File: config.mk
export PLATFORM = sky130hd
export DESIGN_NAME = fan_tach_meter
export DESIGN_NICKNAME = d
export VERILOG_FILES = /design/src/rtl/fan_tach_pkg.sv /design/src/rtl/fan_tach_sync.sv /design/src/rtl/fan_tach_prescaler.sv /design/src/rtl/fan_tach_channel.sv /design/src/rtl/fan_tach_meter.sv
export SDC_FILE = /design/constraint.sdc
export NUM_CORES = 1
export LEC_CHECK = 0
export BUFFER_PORTS_ARGS = -buffer_cell sky130_fd_sc_hd__buf_2
export CORE_MARGIN = 3
export CORE_UTILIZATION = 40
export CTS_BUF_LIST = sky130_fd_sc_hd__clkbuf_2
export DETAILED_ROUTE_END_ITERATION = 6
export GPL_TIMING_DRIVEN = 0
export PLACE_DENSITY_LB_ADDON = 0.05
export SLEW_MARGIN = 0
export SYNTH_ARGS = -nofsm -noshare
export SYNTH_HDL_FRONTEND = slang
export SYNTH_SLANG_ARGS = --single-unit
export TNS_END_PERCENT = 5
File: constraint.sdc
create_clock -name clk -period 2.3 [get_ports clk]
set_input_delay 0.345 -clock clk [delete_from_list [all_inputs] [get_ports clk]]
set_output_delay 0.345 -clock clk [all_outputs]
set_load 0.03 [all_outputs]
File: src/rtl/fan_tach_pkg.sv
package fan_tach_pkg;
  localparam int NUM_CH = 2;
  localparam int DIV_W  = 2;
  localparam int CTRL_W = 8;

  typedef struct packed {
    logic [DIV_W-1:0] div;
    logic             dbl;
    logic             src;
  } chan_cfg_t;

  // Field layout of the shared control byte (positions are decoded per channel).
  function automatic chan_cfg_t cfg_of(input logic [CTRL_W-1:0] c, input int ch);
    chan_cfg_t r;
    r.div = c[CTRL_W-1-DIV_W*ch -: DIV_W];
    r.dbl = c[3-ch];
    r.src = c[1-ch];
    return r;
  endfunction
endpackage

File: src/rtl/fan_tach_sync.sv
module fan_tach_sync #(
  parameter int STAGES = 2
) (
  input  logic clk,
  input  logic rst_n,
  input  logic din,
  output logic rise
);
  logic [STAGES:0] sh;

  always_ff @(posedge clk) begin
    if (!rst_n) sh <= '0;
    else        sh <= {sh[STAGES-1:0], din};
  end

  assign rise = sh[STAGES-1] & ~sh[STAGES];

  // a qualified pulse never lasts two cycles
  p_single_rise_r4: assert property (@(posedge clk) disable iff (!rst_n)
    rise |=> !rise);
endmodule

File: src/rtl/fan_tach_prescaler.sv
module fan_tach_prescaler
  import fan_tach_pkg::*;
(
  input  logic             clk,
  input  logic             rst_n,
  input  logic             tick,
  input  logic             restart,
  input  logic [DIV_W-1:0] div_code,
  input  logic             dbl,
  output logic             cnt_en
);
  localparam int PRE_W = 1 << DIV_W;

  logic [PRE_W:0]   span;
  logic [PRE_W-1:0] last;
  logic [PRE_W-1:0] pre;
  logic             hit;

  always_comb begin
    span = ({{PRE_W{1'b0}}, 1'b1} << (div_code + 1)) >> dbl;
    last = PRE_W'(span - 1'b1);
  end

  assign hit    = tick && (pre >= last);
  assign cnt_en = hit && !restart;

  always_ff @(posedge clk) begin
    if (!rst_n)       pre <= '0;
    else if (restart) pre <= '0;
    else if (tick)    pre <= hit ? '0 : pre + 1'b1;
  end

  // count enables only come from a reference tick
  p_en_needs_tick_r2: assert property (@(posedge clk) disable iff (!rst_n)
    cnt_en |-> tick);
  // a restart always brings the prescaler back to phase zero
  p_restart_r6: assert property (@(posedge clk) disable iff (!rst_n)
    restart |=> pre == '0);
endmodule

File: src/rtl/fan_tach_channel.sv
module fan_tach_channel
  import fan_tach_pkg::*;
#(
  parameter int CNT_W       = 8,
  parameter int SYNC_STAGES = 2
) (
  input  logic             clk,
  input  logic             rst_n,
  input  logic             tick,
  input  logic             tach,
  input  chan_cfg_t        cfg,
  input  logic             lim_we,
  input  logic [CNT_W-1:0] lim_wdata,
  input  logic             alarm_clr,
  output logic [CNT_W-1:0] count_o,
  output logic             alarm_o
);
  localparam logic [CNT_W-1:0] CNT_MAX = '1;

  logic             rise;
  logic             cnt_en;
  logic             set_alarm;
  logic [CNT_W-1:0] cnt;
  logic [CNT_W-1:0] latch_q;
  logic [CNT_W-1:0] limit_q;
  logic             alarm_q;

  fan_tach_sync #(.STAGES(SYNC_STAGES)) u_sync (
    .clk(clk), .rst_n(rst_n), .din(tach), .rise(rise)
  );

  fan_tach_prescaler u_pre (
    .clk(clk), .rst_n(rst_n), .tick(tick), .restart(rise | lim_we),
    .div_code(cfg.div), .dbl(cfg.dbl), .cnt_en(cnt_en)
  );

  assign set_alarm = (rise && (cnt >= limit_q)) || (cnt == CNT_MAX);

  always_ff @(posedge clk) begin
    if (!rst_n) begin
      cnt     <= '0;
      latch_q <= '0;
      limit_q <= CNT_MAX;
      alarm_q <= 1'b0;
    end else begin
      if (rise)   latch_q <= cnt;
      if (lim_we) limit_q <= lim_wdata;
      if (rise || lim_we)
        cnt <= '0;
      else if (cnt_en && (cnt != CNT_MAX))
        cnt <= cnt + 1'b1;
      alarm_q <= set_alarm | (alarm_q & ~alarm_clr);
    end
  end

  assign count_o = latch_q;
  assign alarm_o = alarm_q;

  p_no_wrap_r5: assert property (@(posedge clk) disable iff (!rst_n)
    (cnt == CNT_MAX) && !rise && !lim_we |=> cnt == CNT_MAX);
  p_step_r4: assert property (@(posedge clk) disable iff (!rst_n)
    !rise && !lim_we |=> (cnt == $past(cnt)) || (cnt == $past(cnt) + 1'b1));
  p_clear_on_rise_r4: assert property (@(posedge clk) disable iff (!rst_n)
    rise |=> cnt == '0);
  p_latch_r7: assert property (@(posedge clk) disable iff (!rst_n)
    rise |=> count_o == $past(cnt));
  p_lim_clear_r6: assert property (@(posedge clk) disable iff (!rst_n)
    lim_we |=> cnt == '0);
  p_sat_alarm_r8: assert property (@(posedge clk) disable iff (!rst_n)
    cnt == CNT_MAX |=> alarm_o);
  p_alarm_sticky_r8: assert property (@(posedge clk) disable iff (!rst_n)
    alarm_o && !alarm_clr |=> alarm_o);
endmodule

File: src/rtl/fan_tach_meter.sv
module fan_tach_meter
  import fan_tach_pkg::*;
#(
  parameter int CNT_W       = 8,
  parameter int SYNC_STAGES = 2
) (
  input  logic                    clk,
  input  logic                    rst_n,
  input  logic                    ref_tick_ext,
  input  logic                    ref_tick_int,
  input  logic [NUM_CH-1:0]       tach_i,
  input  logic                    ctrl_we,
  input  logic [CTRL_W-1:0]       ctrl_wdata,
  output logic [CTRL_W-1:0]       ctrl_o,
  input  logic [NUM_CH-1:0]       lim_we,
  input  logic [CNT_W-1:0]        lim_wdata,
  input  logic [NUM_CH-1:0]       alarm_clr,
  input  logic [NUM_CH-1:0]       pme_en,
  input  logic [NUM_CH-1:0]       smi_en,
  output logic [NUM_CH*CNT_W-1:0] count_o,
  output logic [NUM_CH-1:0]       alarm_o,
  output logic [NUM_CH-1:0]       pme_o,
  output logic [NUM_CH-1:0]       smi_o
);
  logic [CTRL_W-1:0] ctrl_q;

  always_ff @(posedge clk) begin
    if (!rst_n)       ctrl_q <= '0;
    else if (ctrl_we) ctrl_q <= ctrl_wdata;
  end
  assign ctrl_o = ctrl_q;

  for (genvar ch = 0; ch < NUM_CH; ch++) begin : g_ch
    chan_cfg_t cfg;
    logic      tick;

    assign cfg  = cfg_of(ctrl_q, ch);
    assign tick = cfg.src ? ref_tick_int : ref_tick_ext;

    fan_tach_channel #(.CNT_W(CNT_W), .SYNC_STAGES(SYNC_STAGES)) u_chan (
      .clk(clk), .rst_n(rst_n), .tick(tick), .tach(tach_i[ch]), .cfg(cfg),
      .lim_we(lim_we[ch]), .lim_wdata(lim_wdata), .alarm_clr(alarm_clr[ch]),
      .count_o(count_o[ch*CNT_W +: CNT_W]), .alarm_o(alarm_o[ch])
    );

    assign pme_o[ch] = alarm_o[ch] & pme_en[ch];
    assign smi_o[ch] = alarm_o[ch] & smi_en[ch];
  end

  // no event line is high while its alarm is low
  p_evt_alarm_r9: assert property (@(posedge clk) disable iff (!rst_n)
    ((pme_o | smi_o) & ~alarm_o) == '0);
endmodule

[Word level (Yosys, flattened, before mapping)]
Index checks and enable logic that the tools add are counted.
Storage, ports and cells
  bits in registers: 72
  bits of input ports: 31
  output and inout bits: 30
  word-level logic and storage cells: 72
Cells by class
  $add $sub $neg: 8
  $lt $le $gt $ge: 4
  equality and inequality tests: 4
  shifts and indexed selects: 4
  multiplexer cells: 4
  bitwise gates (word level): 17
  reduce and logical (&&, ||, !) cells: 18
Operators by type and width (number)
  << shifter 1 x 32 -> 5 bit (first input constant): 2
  adder 8 x 1 -> 8 bit (second input constant): 2
  == test 8 bit (second input constant): 2
  >= comparator 8 bit: 2
  inequality test 8 bit (second input constant): 2
  right shift 5 x 1 -> 4 bit: 2
  adder 4 x 1 -> 4 bit (second input constant): 2
  bitwise AND 1 bit: 8
  >= comparator 4 bit: 2
  logical AND 1 bit: 8
  two-way mux 4 bit: 2
  OR reduction 2 bit: 4
  subtractor 4 x 1 -> 4 bit (second input constant): 2
  adder 2 x 1 -> 3 bit (second input constant): 2
  NOT 1 bit: 5
  logical OR 1 bit: 4
  OR 1 bit: 4
  zero test 1 bit: 2
  two-way mux 1 bit: 2

[Depth between registers and ports, before layout]
Gate-level depths: netlist of run 1.
  word-level depth: 8
  mapped depth: 9

[Modules after synthesis]
From an unflattened synthesis of run 1, not the netlist that was laid out.
Unflattened totals
  cells, all modules: 379
  area, all modules: 3614.7 um^2
Modules (own cells, without submodules)
  fan_tach_channel: times used 2, cells each 129, area each 1221.2 um^2, seq. area each 500.5 um^2
  fan_tach_prescaler: times used 2, cells each 38, area each 319.1 um^2, seq. area each 80.1 um^2
  fan_tach_meter: times used 1, cells each 31, area each 349.1 um^2, seq. area each 160.2 um^2
  fan_tach_sync: times used 2, cells each 7, area each 92.6 um^2, seq. area each 60.1 um^2

[Worst setup path before layout of run 1]
OpenSTA, ideal clock, no wires.
  path kind: flip-flop to flip-flop
  start point: reg ctrl_q[6] (netlist: ctrl_o[6])
  end point: reg g_ch[0].u_chan.cnt[6]
  library setup time: 103 ps
  data arrival time: 2320 ps
  required time: 2197 ps
  setup slack: -123 ps
  cell stages (with the launch flop): 9
  period minus slack after synthesis: 2423 ps
  path through: dfxtp_1 nor2b_1 nor2_1 ha_1 nand4bb_1 a211oi_4 o21ai_2 or3b_4 a2111oi_2
On the way
  longest elaborated chain between the ends: 8
Ends and longest elaborated chain
  start: declaration: line fan_tach_meter.sv:25  | logic [CTRL_W-1:0] ctrl_q;
  start signal: assignment: line fan_tach_meter.sv:29  | else if (ctrl_we) ctrl_q <= ctrl_wdata;
  adder 2 x 1 -> 3 bit: line fan_tach_prescaler.sv:20  | span = ({{PRE_W{1'b0}}, 1'b1} << (div_code + 1)) >> dbl;
  << shifter 1 x 32 -> 5 bit: line fan_tach_prescaler.sv:20
  right shift 5 x 1 -> 4 bit: line fan_tach_prescaler.sv:20
  subtractor 4 x 1 -> 4 bit: line fan_tach_prescaler.sv:21  | last = PRE_W'(span - 1'b1);
  >= comparator 4 bit: line fan_tach_prescaler.sv:24  | assign hit = tick && (pre >= last);
  logical AND 1 bit: line fan_tach_prescaler.sv:24
  logical AND 1 bit: line fan_tach_prescaler.sv:25  | assign cnt_en = hit && !restart;
  logical AND 1 bit: line fan_tach_channel.sv:50  | else if (cnt_en && (cnt != CNT_MAX))
  end signal: assignment: line fan_tach_channel.sv:51  | cnt <= cnt + 1'b1;
  end: declaration: line fan_tach_channel.sv:23  | logic [CNT_W-1:0] cnt;
No other way between the ends.
A chain may end at the register's enable or synchronous reset.

[Final worst setup path of run 1]
  start point: reg ctrl_q[4] (netlist: ctrl_o[4])
  end point: reg g_ch[1].u_chan.cnt[7]
On the way
  longest elaborated chain between the ends: 8
Ends and longest elaborated chain (line)
  adder 2 x 1 -> 3 bit: fan_tach_prescaler.sv:20
  << shifter 1 x 32 -> 5 bit: fan_tach_prescaler.sv:20
  right shift 5 x 1 -> 4 bit: fan_tach_prescaler.sv:20
  subtractor 4 x 1 -> 4 bit: fan_tach_prescaler.sv:21
  >= comparator 4 bit: fan_tach_prescaler.sv:24
  logical AND 1 bit: fan_tach_prescaler.sv:24
  logical AND 1 bit: fan_tach_prescaler.sv:25
  logical AND 1 bit: fan_tach_channel.sv:50
  end signal: assignment: fan_tach_channel.sv:51
  end: declaration: fan_tach_channel.sv:23
No other way between the ends.

==> impl_results.md, run 1 <==
- Max-Cap Viols: 0
- Distinct cells, synth: 50
- Setup WS pre-CTS: -0.203 ns
- Min Tclk post-route: 2.29 ns
- Max_slew headroom: 0.390
- TritonCTS clock tree: yes
- Critical path peak fanout: 4
- Netlist Area Pre-Place: 3430 um2
- Worst Path Arrival: 2.65 ns
- Mean post-synth cell area: 8.62 um2
- H-tree Lvls: 3
- Placeable Area: 8260 um2
- Largest net degree at the start of global routing: 12
- Avg Vias per Cell: 5.10
- Area growth syn-to-layout: 18.2%
- Starting DRT DRC Count: 61
- IO Pins: 61
- Worst R2R End: g_ch[1].u_chan.cnt[7]
- DP HPWL: 5.76 mm
- CTS Buf Count: 9
- Starting Density: 0.416
- Final setup vio count: 0
- Port Buffer Count: 57
- DR pass1 iterations: 4
- Hold/Removal Path Class: in -> reg
- Final Worst Setup Slack: 0.0103 ns
- Hold Fails Final Rpt: 0
- Die width: 98.6 um
- DR vias: 2972
- Worst EP required: 2.66 ns
- Origin of the critical flop-to-flop path: ctrl_o[4]
- Die height: 98.6 um
- Reg2reg path depth: 9
- Residual DRC: 0
- Gr usage total: 0.165
- Initial antenna violation count: 0
- WL/cell: 13.2 um
- CTS sink count: 72
- Layout fillers: 855
- Vias in the first global route: 2882
- Diodes inserted: 0
- Cells after Synth: 398
- Status: finished, final reports clean
- Rows: 33
- Final GP Congestion: 0.775
- Top_reg_cell synth: dfxtp_1
- Yosys reg bits: 72
- Yosys Warn Count: 0
- Critical Path Sink: g_ch[1].u_chan.cnt[7]
- Worst-Margin Slew: 0.890 ns
- Post-synth EDFFs: 0
- Total Wirelength: 7.70 mm
- R2r setup slk: 0.01 ns
- Maximum clock frequency: 437 MHz
- WS Path Type: reg -> reg
- Nets: 530
- Post-DRT Antenna Nets: 0
- Fin crit share: 0.996
- Clock Latency Late Sink: 0.49 ns
- CP startpoint: ctrl_o[4]
- CP endpoint kind: register
- Post-route clock skew: 0.0235 ns
- Share of cells above drive strength 1: 0.220
- Final TNS setup: 0 ns
- Clock slew at reported path FFs: 0.20 ns
- CTS max path bufs: 2
- Seq/Total Area, Yosys: 0.420
- Mapped Nets: 455
- Unrepaired setup endpoints after global routing: true
- First-pass GRT wire length: 13.2 mm
- Final slew viol count: 0
- P_leak: 1.84 nW
- Die ar.: 9730 um2
- Pwr Density: 554 nW/um2
- CTS root buf: clkbuf_2
- Gr ovfl total: 0
- Worst setup SP type: register
- FFs w/ async S/R, synth: 0
- Peak VDD IR: 0.000244 V
## cells in the mapped netlist, types with 2 or more instances
| cell type | instances | share of area |
|---|---|---|
| or4_1 | 3 | 0.0066 |
| inv_1 | 24 | 0.026 |
| or3_1 | 6 | 0.011 |
| o21ai_0 | 14 | 0.020 |
| nand2_1 | 62 | 0.068 |
| buf_1 | 5 | 0.0055 |
| o211ai_1 | 16 | 0.035 |
| mux2i_1 | 12 | 0.035 |
| and3_1 | 3 | 0.0055 |
| ha_1 | 26 | 0.095 |
| nand2b_1 | 3 | 0.0055 |
| o31ai_1 | 3 | 0.0066 |
| nand3_1 | 12 | 0.017 |
| a21oi_1 | 37 | 0.054 |
| a2111oi_2 | 2 | 0.0087 |
| a2111oi_0 | 2 | 0.0051 |
| xnor2_1 | 4 | 0.010 |
| a21o_1 | 3 | 0.0066 |
| nor3_1 | 5 | 0.0073 |
| clkbuf_1 | 8 | 0.0087 |
| nor2b_1 | 6 | 0.011 |
| nor2_1 | 27 | 0.030 |
| and2_1 | 10 | 0.018 |
| dfxtp_1 | 72 | 0.42 |
| o21a_1 | 2 | 0.0044 |
| xor2_1 | 2 | 0.0051 |
| nand4_1 | 2 | 0.0036 |
| buf_4 | 4 | 0.0087 |
| buf_2 | 2 | 0.0029 |
## cells in the final DEF (no fill, tap or decap), drive strengths merged, types with 2 or more instances in the layout
master / n
buf: 73
dfxtp: 72
nand2: 62
a21oi: 37
nor2: 27
ha: 26
inv: 25
clkbuf: 20
o211ai: 16
o21ai: 15
mux2i: 13
nand3: 12
and2: 10
or3: 6
nor2b: 6
nor3: 5
xnor2: 4
a2111oi: 4
a21o: 3
and3: 3
nand2b: 3
o31ai: 3
clkinv: 3
or4: 3
xor2: 2
nand4: 2
o21a: 2
dlygate4sd3: 2
## critical path: stages, from the launching register on
cell       delay [ns]
dfxtp_2          0.37
nor2b_4          0.15
nor2_2           0.04
ha_1             0.29
nor4bb_2         0.19
o211ai_1         0.26
a2111oi_4        0.46
buf_4            0.18
and4b_1          0.18
nor3_1           0.04
## area by class of cell
class,instances,area (um2),area share
Multi-Input combinational cell,282,1850,0.455
Sequential cell,72,1450,0.356
Timing Repair Buffer,65,350,0.0863
Tap cell,105,131,0.0324
Inverter,25,93.8,0.0231
Buffer,18,83.8,0.0207
Clock buffer,12,60.1,0.0148
Clock inverter,4,45.0,0.0111
## report_power, final
| part | switching [mW] | internal (mW) |
|---|---|---|
| Combinational | 0.149 | 0.0994 |
| Clock | 0.435 | 0.260 |
| Sequential | 0.0184 | 1.28 |
| Total | 0.602 | 1.64 |
## per-layer routing
metal,routed length [um],part of all wire,GRT usage
met5,0,0,0
met1,3520,0.46,0.198
met3,165,0.021,0.0234
met2,3910,0.51,0.299
met4,105,0.014,0.0630
## registers in the layout, summed over array words and instances (netlist names)
| register | count |
|---|---|
| g_ch.u_chan.limit_q | 16 |
| g_ch.u_chan.alarm_o | 2 |
| ctrl_o | 8 |
| g_ch.u_chan.u_sync.sh | 6 |
| g_ch.u_chan.count_o | 16 |
| g_ch.u_chan.u_pre.pre | 8 |
| g_ch.u_chan.cnt | 16 |
## worst min path at each step
stage / start / to / slack, ns / cells after the start
4_1_cts: ctrl_wdata[1] / ctrl_o[1] / 0.03 / 3
5_1_grt: lim_wdata[4] / g_ch[0].u_chan.limit_q[4] / 0.06 / 3
6_report: ctrl_wdata[2] / ctrl_o[2] / 0.07 / 3
3_3_place_gp: g_ch[0].u_chan.u_sync.sh[0] / g_ch[0].u_chan.u_sync.sh[1] / 0.42 / 1
3_5_place_dp: g_ch[0].u_chan.u_sync.sh[0] / g_ch[0].u_chan.u_sync.sh[1] / 0.43 / 1
2_1_floorplan: g_ch[1].u_chan.u_sync.sh[0] / g_ch[1].u_chan.u_sync.sh[1] / 0.41 / 1
## metrics by stage
step	power (mW)	instance area, um2	util	hold slack, ns	instances
finish	2.25	4060	0.491	0.0738	583
global route	2.36	4060	0.491	0.0598	583
CTS	2.28	4040	0.489	0.0254	582
detailed placement	1.56	3850	0.466	0.427	560
global placement	1.56	3850	0.466	0.418	560
floorplan	1.48	3430	-	0.412	398
## cell families (layout without fill, tap and decap cells)
logic type                 after synthesis  count (layout)  synth area share
and+or+nand+nor                        147             147             0.205
AOI/OAI and AO/OA                       89              89             0.169
DFF                                     72              72             0.420
buffers and inverters                   44             124            0.0532
adders and majority gates               26              26            0.0948
muxes                                   14              14            0.0423
xor gates and xnor gates                 6               6            0.0153
## repair_timing
action	4_1_cts	5_1_grt
hold buffers	2	0
pin swaps	5	11
gates resized for setup	6	5
hold endpoints to repair	2	0
setup endpoints to repair	7	12
setup buffers	5	1
Note: power is estimated with default switching activity, not from simulation.
==> run 2: changes to the inputs <==
--- a/config.mk
+++ b/config.mk
@@ -5,14 +5,14 @@
 export SDC_FILE = /design/constraint.sdc
 export NUM_CORES = 1
 export LEC_CHECK = 0
-export BUFFER_PORTS_ARGS = -buffer_cell sky130_fd_sc_hd__buf_2
 export CORE_MARGIN = 3
 export CORE_UTILIZATION = 40
 export CTS_BUF_LIST = sky130_fd_sc_hd__clkbuf_2
 export DETAILED_ROUTE_END_ITERATION = 6
+export DONT_BUFFER_PORTS = 1
 export GPL_TIMING_DRIVEN = 0
 export PLACE_DENSITY_LB_ADDON = 0.05
-export SLEW_MARGIN = 0
+export SKIP_CTS_REPAIR_TIMING = 1
 export SYNTH_ARGS = -nofsm -noshare
 export SYNTH_HDL_FRONTEND = slang
 export SYNTH_SLANG_ARGS = --single-unit
==> run 2 against run 1 <==
Net effect:
- the flow now finishes with violations (negative setup slack)
- cell count decreased by 7.4%
- die area unchanged
- sequential cell count unchanged
- clock skew decreased by 0.0076 ns
- power decreased by 1.2%
- routed wire length decreased by 0.42%
- register-to-register slack got worse by 0.13 ns
==> impl_results.md, run 2 (synthesis results as in run 1) <==
- Status: complete, but fails checks
- Failing checks: negative setup slack
- Logic gate share of total power: 0.102 (-0.008)
- Metal3 WL: 311 um (+88%)
- Critical path peak fanout: 5 (+1)
- Vias in the first global route: 2525 (-12%)
- Post-route clock skew: 0.0159 ns (-0.00757 ns)
- Pwr Density: 559 nW/um2 (+1.1%)
- Final Worst Setup Slack: -0.117 ns (-0.128 ns)
- Die ar.: 9730 um2 (unchanged)
- Total Wirelength: 7.67 mm (-0.42%)
- Final GP Congestion: 0.770 (-0.63%)
- Initial antenna violation count: 0 (unchanged)
- Avg Vias per Cell: 5.09 (about the same)
- NetSw: 588 uW (-2.2%)
- Met2 WL: 3.90 mm (about the same)
- TritonCTS clock tree: yes
- Worst EP required: 2.71 ns (+0.05 ns)
- Most frequent cells in the layout: 68 x dfxtp_1, 61 x nand2_1, 35 x a21oi_1, 26 x ha_1, 25 x nor2_1
- Hold/Removal Path Class: in -> reg
- Residual DRC: 0 (unchanged)
- Placeable Area: 8260 um2 (unchanged)
- Peak VDD IR: 0.000323 V (+32%)
- Port Buffer Count: 0 (-100%)
- Net Sw Frac: 0.265 (-0.00275)
- Rows: 33 (unchanged)
- CTS Buf Count: 9 (unchanged)
- Int Power: 1.63 mW (-0.84%)
- DP Area: 3570 um2 (-7.4%)
- Hold Fails Final Rpt: 0 (unchanged)
- Final cell area excluding filler cells: 3970 um2 (-2.3%)
- Most common cell after layout, fill and taps aside: dfxtp_1
- CTS max path bufs: 2 (unchanged)
- Worst Path Arrival: 2.83 ns (+0.18 ns)
- Max_slew headroom: 0.431 (+0.0410)
- Final setup vio count: 4 (+4)
- DR vias: 2751 (-7.4%)
- Post-DRT Antenna Nets: 0 (unchanged)
- Largest net degree at the start of global routing: 12 (unchanged)
- Gr usage total: 0.160 (-0.00542)
- Area growth syn-to-layout: 15.6%
- P_leak: 1.62 nW (-12%)
- CTS sink count: 72 (unchanged)
- Max-Cap Viols: 0 (unchanged)
- Share of cells above drive strength 1: 0.106 (-0.114)
- Fin crit share: 1.05 (+0.0554)
- Wl on met1: 3.40 mm (-3.6%)
- Gr ovfl total: 0 (unchanged)
- Clock slew at reported path FFs: 0.19 ns (about the same)
- Max Used Layer: met4
- Unrepaired setup endpoints after global routing: true
- Worst setup SP type: register
- Starting DRT DRC Count: 43 (-30%)
- DP HPWL: 5.68 mm (-1.4%)
- CP endpoint kind: register
- Layout fillers: 822 (-3.9%)
- Total chip power: 2.22 mW (-1.2%)
- Worst-Margin Slew: 0.830 ns (-0.0597 ns)
- First-pass GRT wire length: 12.4 mm (-6.1%)
- Nets: 487 (-8.1%)
- Starting Density: 0.416 (unchanged)
- Clock Latency Late Sink: 0.50 ns (about the same)
- Min Tclk post-route: 2.42 ns (+0.128 ns)
- Diodes inserted: 0 (unchanged)
- Maximum clock frequency: 414 MHz (-5.3%)
- WS Path Type: reg -> reg
- IO Pins: 61 (unchanged)
- CTS root buf: clkbuf_2
- Clock power share: 0.304 (-0.006)
- Final slew viol count: 0 (unchanged)
- Die height: 98.6 um (unchanged)
- H-tree Lvls: 3 (unchanged)
- DR pass1 iterations: 4 (unchanged)
- Die width: 98.6 um (unchanged)
- WL/cell: 14.2 um (+7.5%)
- Register share of total power: 0.594 (+0.014)
-- run 2: changes by cell type in the layout (fill, tap and decap cells not counted), sizes merged --
cell / delta
buf: -60
clkbuf: -1
clkinv: +1
dlygate4sd3: +17
-- run 2: power groups by stage --
| stage | Clock, mW | Combinational [mW] | Sequential, mW |
|---|---|---|---|
| after floorplan | 0 | 0.147 | 1.34 |
| after global placement | 0 | 0.182 | 1.34 |
| after detailed placement | 0 | 0.185 | 1.34 |
| after CTS | 0.712 | 0.187 | 1.32 |
| after global routing | 0.762 | 0.255 | 1.33 |
| final | 0.675 | 0.225 | 1.32 |
-- run 2: path summary, 6_finish.rpt --
| check | from | endpoint | slack, ns | cells past startpoint |
|---|---|---|---|---|
| setup / recovery | ctrl_o[6] | g_ch[0].u_chan.cnt[6] | -0.12 | 8 |
| hold / removal | alarm_clr[1] | g_ch[1].u_chan.alarm_o | 0.06 | 3 |
| setup reg to reg | ctrl_o[6] | g_ch[0].u_chan.cnt[6] | -0.12 | 8 |
| hold reg to reg | g_ch[0].u_chan.u_sync.sh[0] | g_ch[0].u_chan.u_sync.sh[1] | 0.47 | 1 |
-- run 2: critical path: stages (launching register included) --
cell and delay, ns:
dfxtp_4 0.46, nor2b_4 0.17, nor2_2 0.04, ha_1 0.29, nand4bb_1 0.15, a211oi_4 0.40
o21ai_4 0.09, or3b_4 0.43, a2111oi_4 0.29
-- run 2: final cells by class --
class                           count  area, um2  area share
Multi-Input combinational cell    282       1890       0.476
Sequential cell                    72       1450       0.366
Timing Repair Buffer               21        205      0.0517
Tap cell                          105        131      0.0331
Buffer                             19       95.1      0.0240
Inverter                           25       93.8      0.0237
Clock buffer                       11       55.1      0.0139
Clock inverter                      5       47.5      0.0120
-- run 2: layer usage --
layer | GRT usage | vias up
met5 | 0 | -
met4 | 0.0410 | 0
met3 | 0.0616 | 5
met2 | 0.281 | 32
met1 | 0.182 | 1262
li1 | - | 1452
-- run 2: per-stage QoR --
stage                     utilization  setup TNS, ns  cells  setup slack (ns)  hold slack (ns)
after CTS                       0.444          -1.85    519            -0.376          -0.0885
after global placement          0.432          -1.37    503            -0.305            0.418
after global routing            0.480          -1.68    540            -0.280           0.0169
after floorplan                     -       -0.00542    398          -0.00542            0.412
final                           0.480         -0.238    540            -0.117           0.0640
after detailed placement        0.432          -1.51    503            -0.340            0.426
==> run 3: changes to the inputs <==
--- a/config.mk
+++ b/config.mk
@@ -13,6 +13,7 @@
 export GPL_TIMING_DRIVEN = 0
 export PLACE_DENSITY_LB_ADDON = 0.05
 export SKIP_CTS_REPAIR_TIMING = 1
+export SKIP_LAST_GASP = 1
 export SYNTH_ARGS = -nofsm -noshare
 export SYNTH_HDL_FRONTEND = slang
 export SYNTH_SLANG_ARGS = --single-unit
==> run 3 against run 2 <==
Net effect:
- utilization shrank 0.41 points
- largest cell class unchanged
- clock power about the same
- non-clock buffer count is the same
- maximum frequency decreased by 0.55%
- routed wire length unchanged
- the flow still finishes with violations (negative setup slack)
- worst hold slack gained 0.0061 ns
- first-iteration DRC count is 33% higher
==> impl_results.md, run 3 (synthesis results as in run 1) <==
- Status: complete, but fails checks
- Failing checks: negative setup slack
- IO Pins: 61 (unchanged)
- Critical path peak fanout: 10 (+5)
- Clock Latency Late Sink: 0.49 ns (about the same)
- Layout Cells excl Fill: 540 (unchanged)
- Max-Cap Viols: 0 (unchanged)
- Post-route clock skew: 0.0162 ns (+0.000274 ns)
- Share of cells above drive strength 1: 0.0943 (-0.0115)
- P_leak: 1.61 nW (-0.45%)
- Port Buffer Count: 0 (unchanged)
- Total Wirelength: 7.67 mm (unchanged)
- Clock power share: 0.304 (about the same)
- Total chip power: 2.21 mW (-0.37%)
- Int Power: 1.63 mW (-0.17%)
- Placeable Area: 8260 um2 (unchanged)
- Starting DRT DRC Count: 57 (+33%)
- Hold/Removal Path Class: in -> reg
- CTS sink count: 72 (unchanged)
- DR vias: 2756 (+0.18%)
- Initial antenna violation count: 0 (unchanged)
- CP max stage cell: dfxtp_4
- WS Path Type: reg -> reg
- Unrepaired setup endpoints after global routing: true
- Worst Path Arrival: 2.87 ns (+0.04 ns)
- Crit path cell chain: nor2b_2 -> nor2_1 -> ha_1 -> nor4bb_2 -> o211ai_1 -> a21bo_2 -> buf_2 -> or3_1 -> a21oi_1
- CP startpoint: ctrl_o[4]
- Hold Fails Final Rpt: 0 (unchanged)
- Hold_sp: alarm_clr[1]
- Net Sw Frac: 0.264 (-0.00145)
- Final Hold Slack: 0.0700 ns (+0.00606 ns)
- Origin of the critical flop-to-flop path: ctrl_o[4]
- Area growth syn-to-layout: 14.6%
- Crit path largest cell delay: 0.46 ns (about the same)
- CTS root buf: clkbuf_2
- Avg Vias per Cell: 5.10 (+0.18%)
- Final Worst Setup Slack: -0.130 ns (-0.0133 ns)
- Final setup vio count: 9 (+5)
- Rows: 33 (unchanged)
- NetSw: 583 uW (-0.92%)
- WL/cell: 14.2 um (unchanged)
- Min Tclk post-route: 2.43 ns (+0.0133 ns)
- Most frequent cells in the layout: 68 x dfxtp_1, 62 x nand2_1, 37 x a21oi_1, 26 x nor2_1, 26 x ha_1
- DR pass1 iterations: 4 (unchanged)
- Starting Density: 0.416 (unchanged)
- Gr usage total: 0.160 (unchanged)
- Pwr Density: 562 nW/um2 (+0.48%)
- Maximum clock frequency: 411 MHz (-0.55%)
- CP top delay family: simple AND/OR/NAND/NOR gates
- Die width: 98.6 um (unchanged)
- TritonCTS clock tree: yes
- Largest net degree at the start of global routing: 12 (unchanged)
- CTS Buf Count: 9 (unchanged)
- CP endpoint kind: register
- Final slew viol count: 0 (unchanged)
- First-pass GRT wire length: 12.4 mm (unchanged)
- CP bufs+invs: 1 (+1)
- Clock slew at reported path FFs: 0.19 ns (about the same)
- CTS max path bufs: 2 (unchanged)
- Fin util: 0.476 (-0.00409)
- H-tree Lvls: 3 (unchanged)
- Post-DRT Antenna Nets: 0 (unchanged)
- Final GP Congestion: 0.770 (unchanged)
- DP HPWL: 5.68 mm (unchanged)
- Logic gate share of total power: 0.100 (-0.002)
- Vias in the first global route: 2525 (unchanged)
- Die ar.: 9730 um2 (unchanged)
- Gr ovfl total: 0 (unchanged)
- Fin crit share: 1.06 (+0.00577)
- Max_slew headroom: 0.417 (-0.0134)
- Most common cell after layout, fill and taps aside: dfxtp_1
- Placed cell count: 503 (unchanged)
- Nets: 487 (unchanged)
- Residual DRC: 0 (unchanged)
- Diodes inserted: 0 (unchanged)
- Register share of total power: 0.596 (+0.002)
- Worst-Margin Slew: 0.850 ns (+0.0195 ns)
- Die height: 98.6 um (unchanged)
- Peak VDD IR: 0.000323 V (about the same)
- Worst setup SP type: register
- Worst EP required: 2.74 ns (+0.03 ns)
## run 3: worst reg2reg max path: stages, from the launching register on
cell and delay, ns:
dfxtp_4 0.46, nor2b_2 0.17, nor2_1 0.05, ha_1 0.29, nor4bb_2 0.28, o211ai_1 0.24, a21bo_2 0.27, buf_2 0.17
or3_1 0.32, a21oi_1 0.14
## run 3: per-stage QoR
step	setup slack (ns)	TNS [ns]	cell area, um2
after floorplan	-0.00542	-0.00542	3430
after global placement	-0.305	-1.37	3570
after detailed placement	-0.340	-1.51	3570
after CTS	-0.376	-1.85	3670
after global routing	-0.314	-3.08	3930
final	-0.130	-0.911	3930
## run 3: final cells by class
type	instances	area (um2)
multi-input combinational	282	1860
sequential	72	1450
inverter	25	93.8
timing repair buffer	21	205
fill	820	4330
clock inverter	5	47.5
buffer	19	88.8
clock buffer	11	55.1
tap	105	131
## run 3: power groups by stage
stage	sequential (mW)	combinational, mW	clock [mW]
finish	1.32	0.221	0.672
global route	1.32	0.250	0.762
CTS	1.32	0.187	0.712
detailed placement	1.34	0.185	0
global placement	1.34	0.182	0
floorplan	1.34	0.147	0
## run 3: worst paths after layout
| path | end | slack [ns] | depth (start not counted) |
|---|---|---|---|
| max | g_ch[1].u_chan.cnt[4] | -0.13 | 9 |
| min | g_ch[1].u_chan.alarm_o | 0.07 | 3 |
| max reg2reg | g_ch[1].u_chan.cnt[4] | -0.13 | 9 |
| min reg2reg | g_ch[0].u_chan.u_sync.sh[1] | 0.47 | 1 |
## run 3: metal layers
metal | wire length, um | global-route usage | vias up
met5 | 0 | 0 | -
met2 | 3910 | 0.281 | 29
met4 | 74 | 0.0410 | 0
li1 | - | - | 1451
met3 | 298 | 0.0616 | 7
met1 | 3390 | 0.182 | 1269
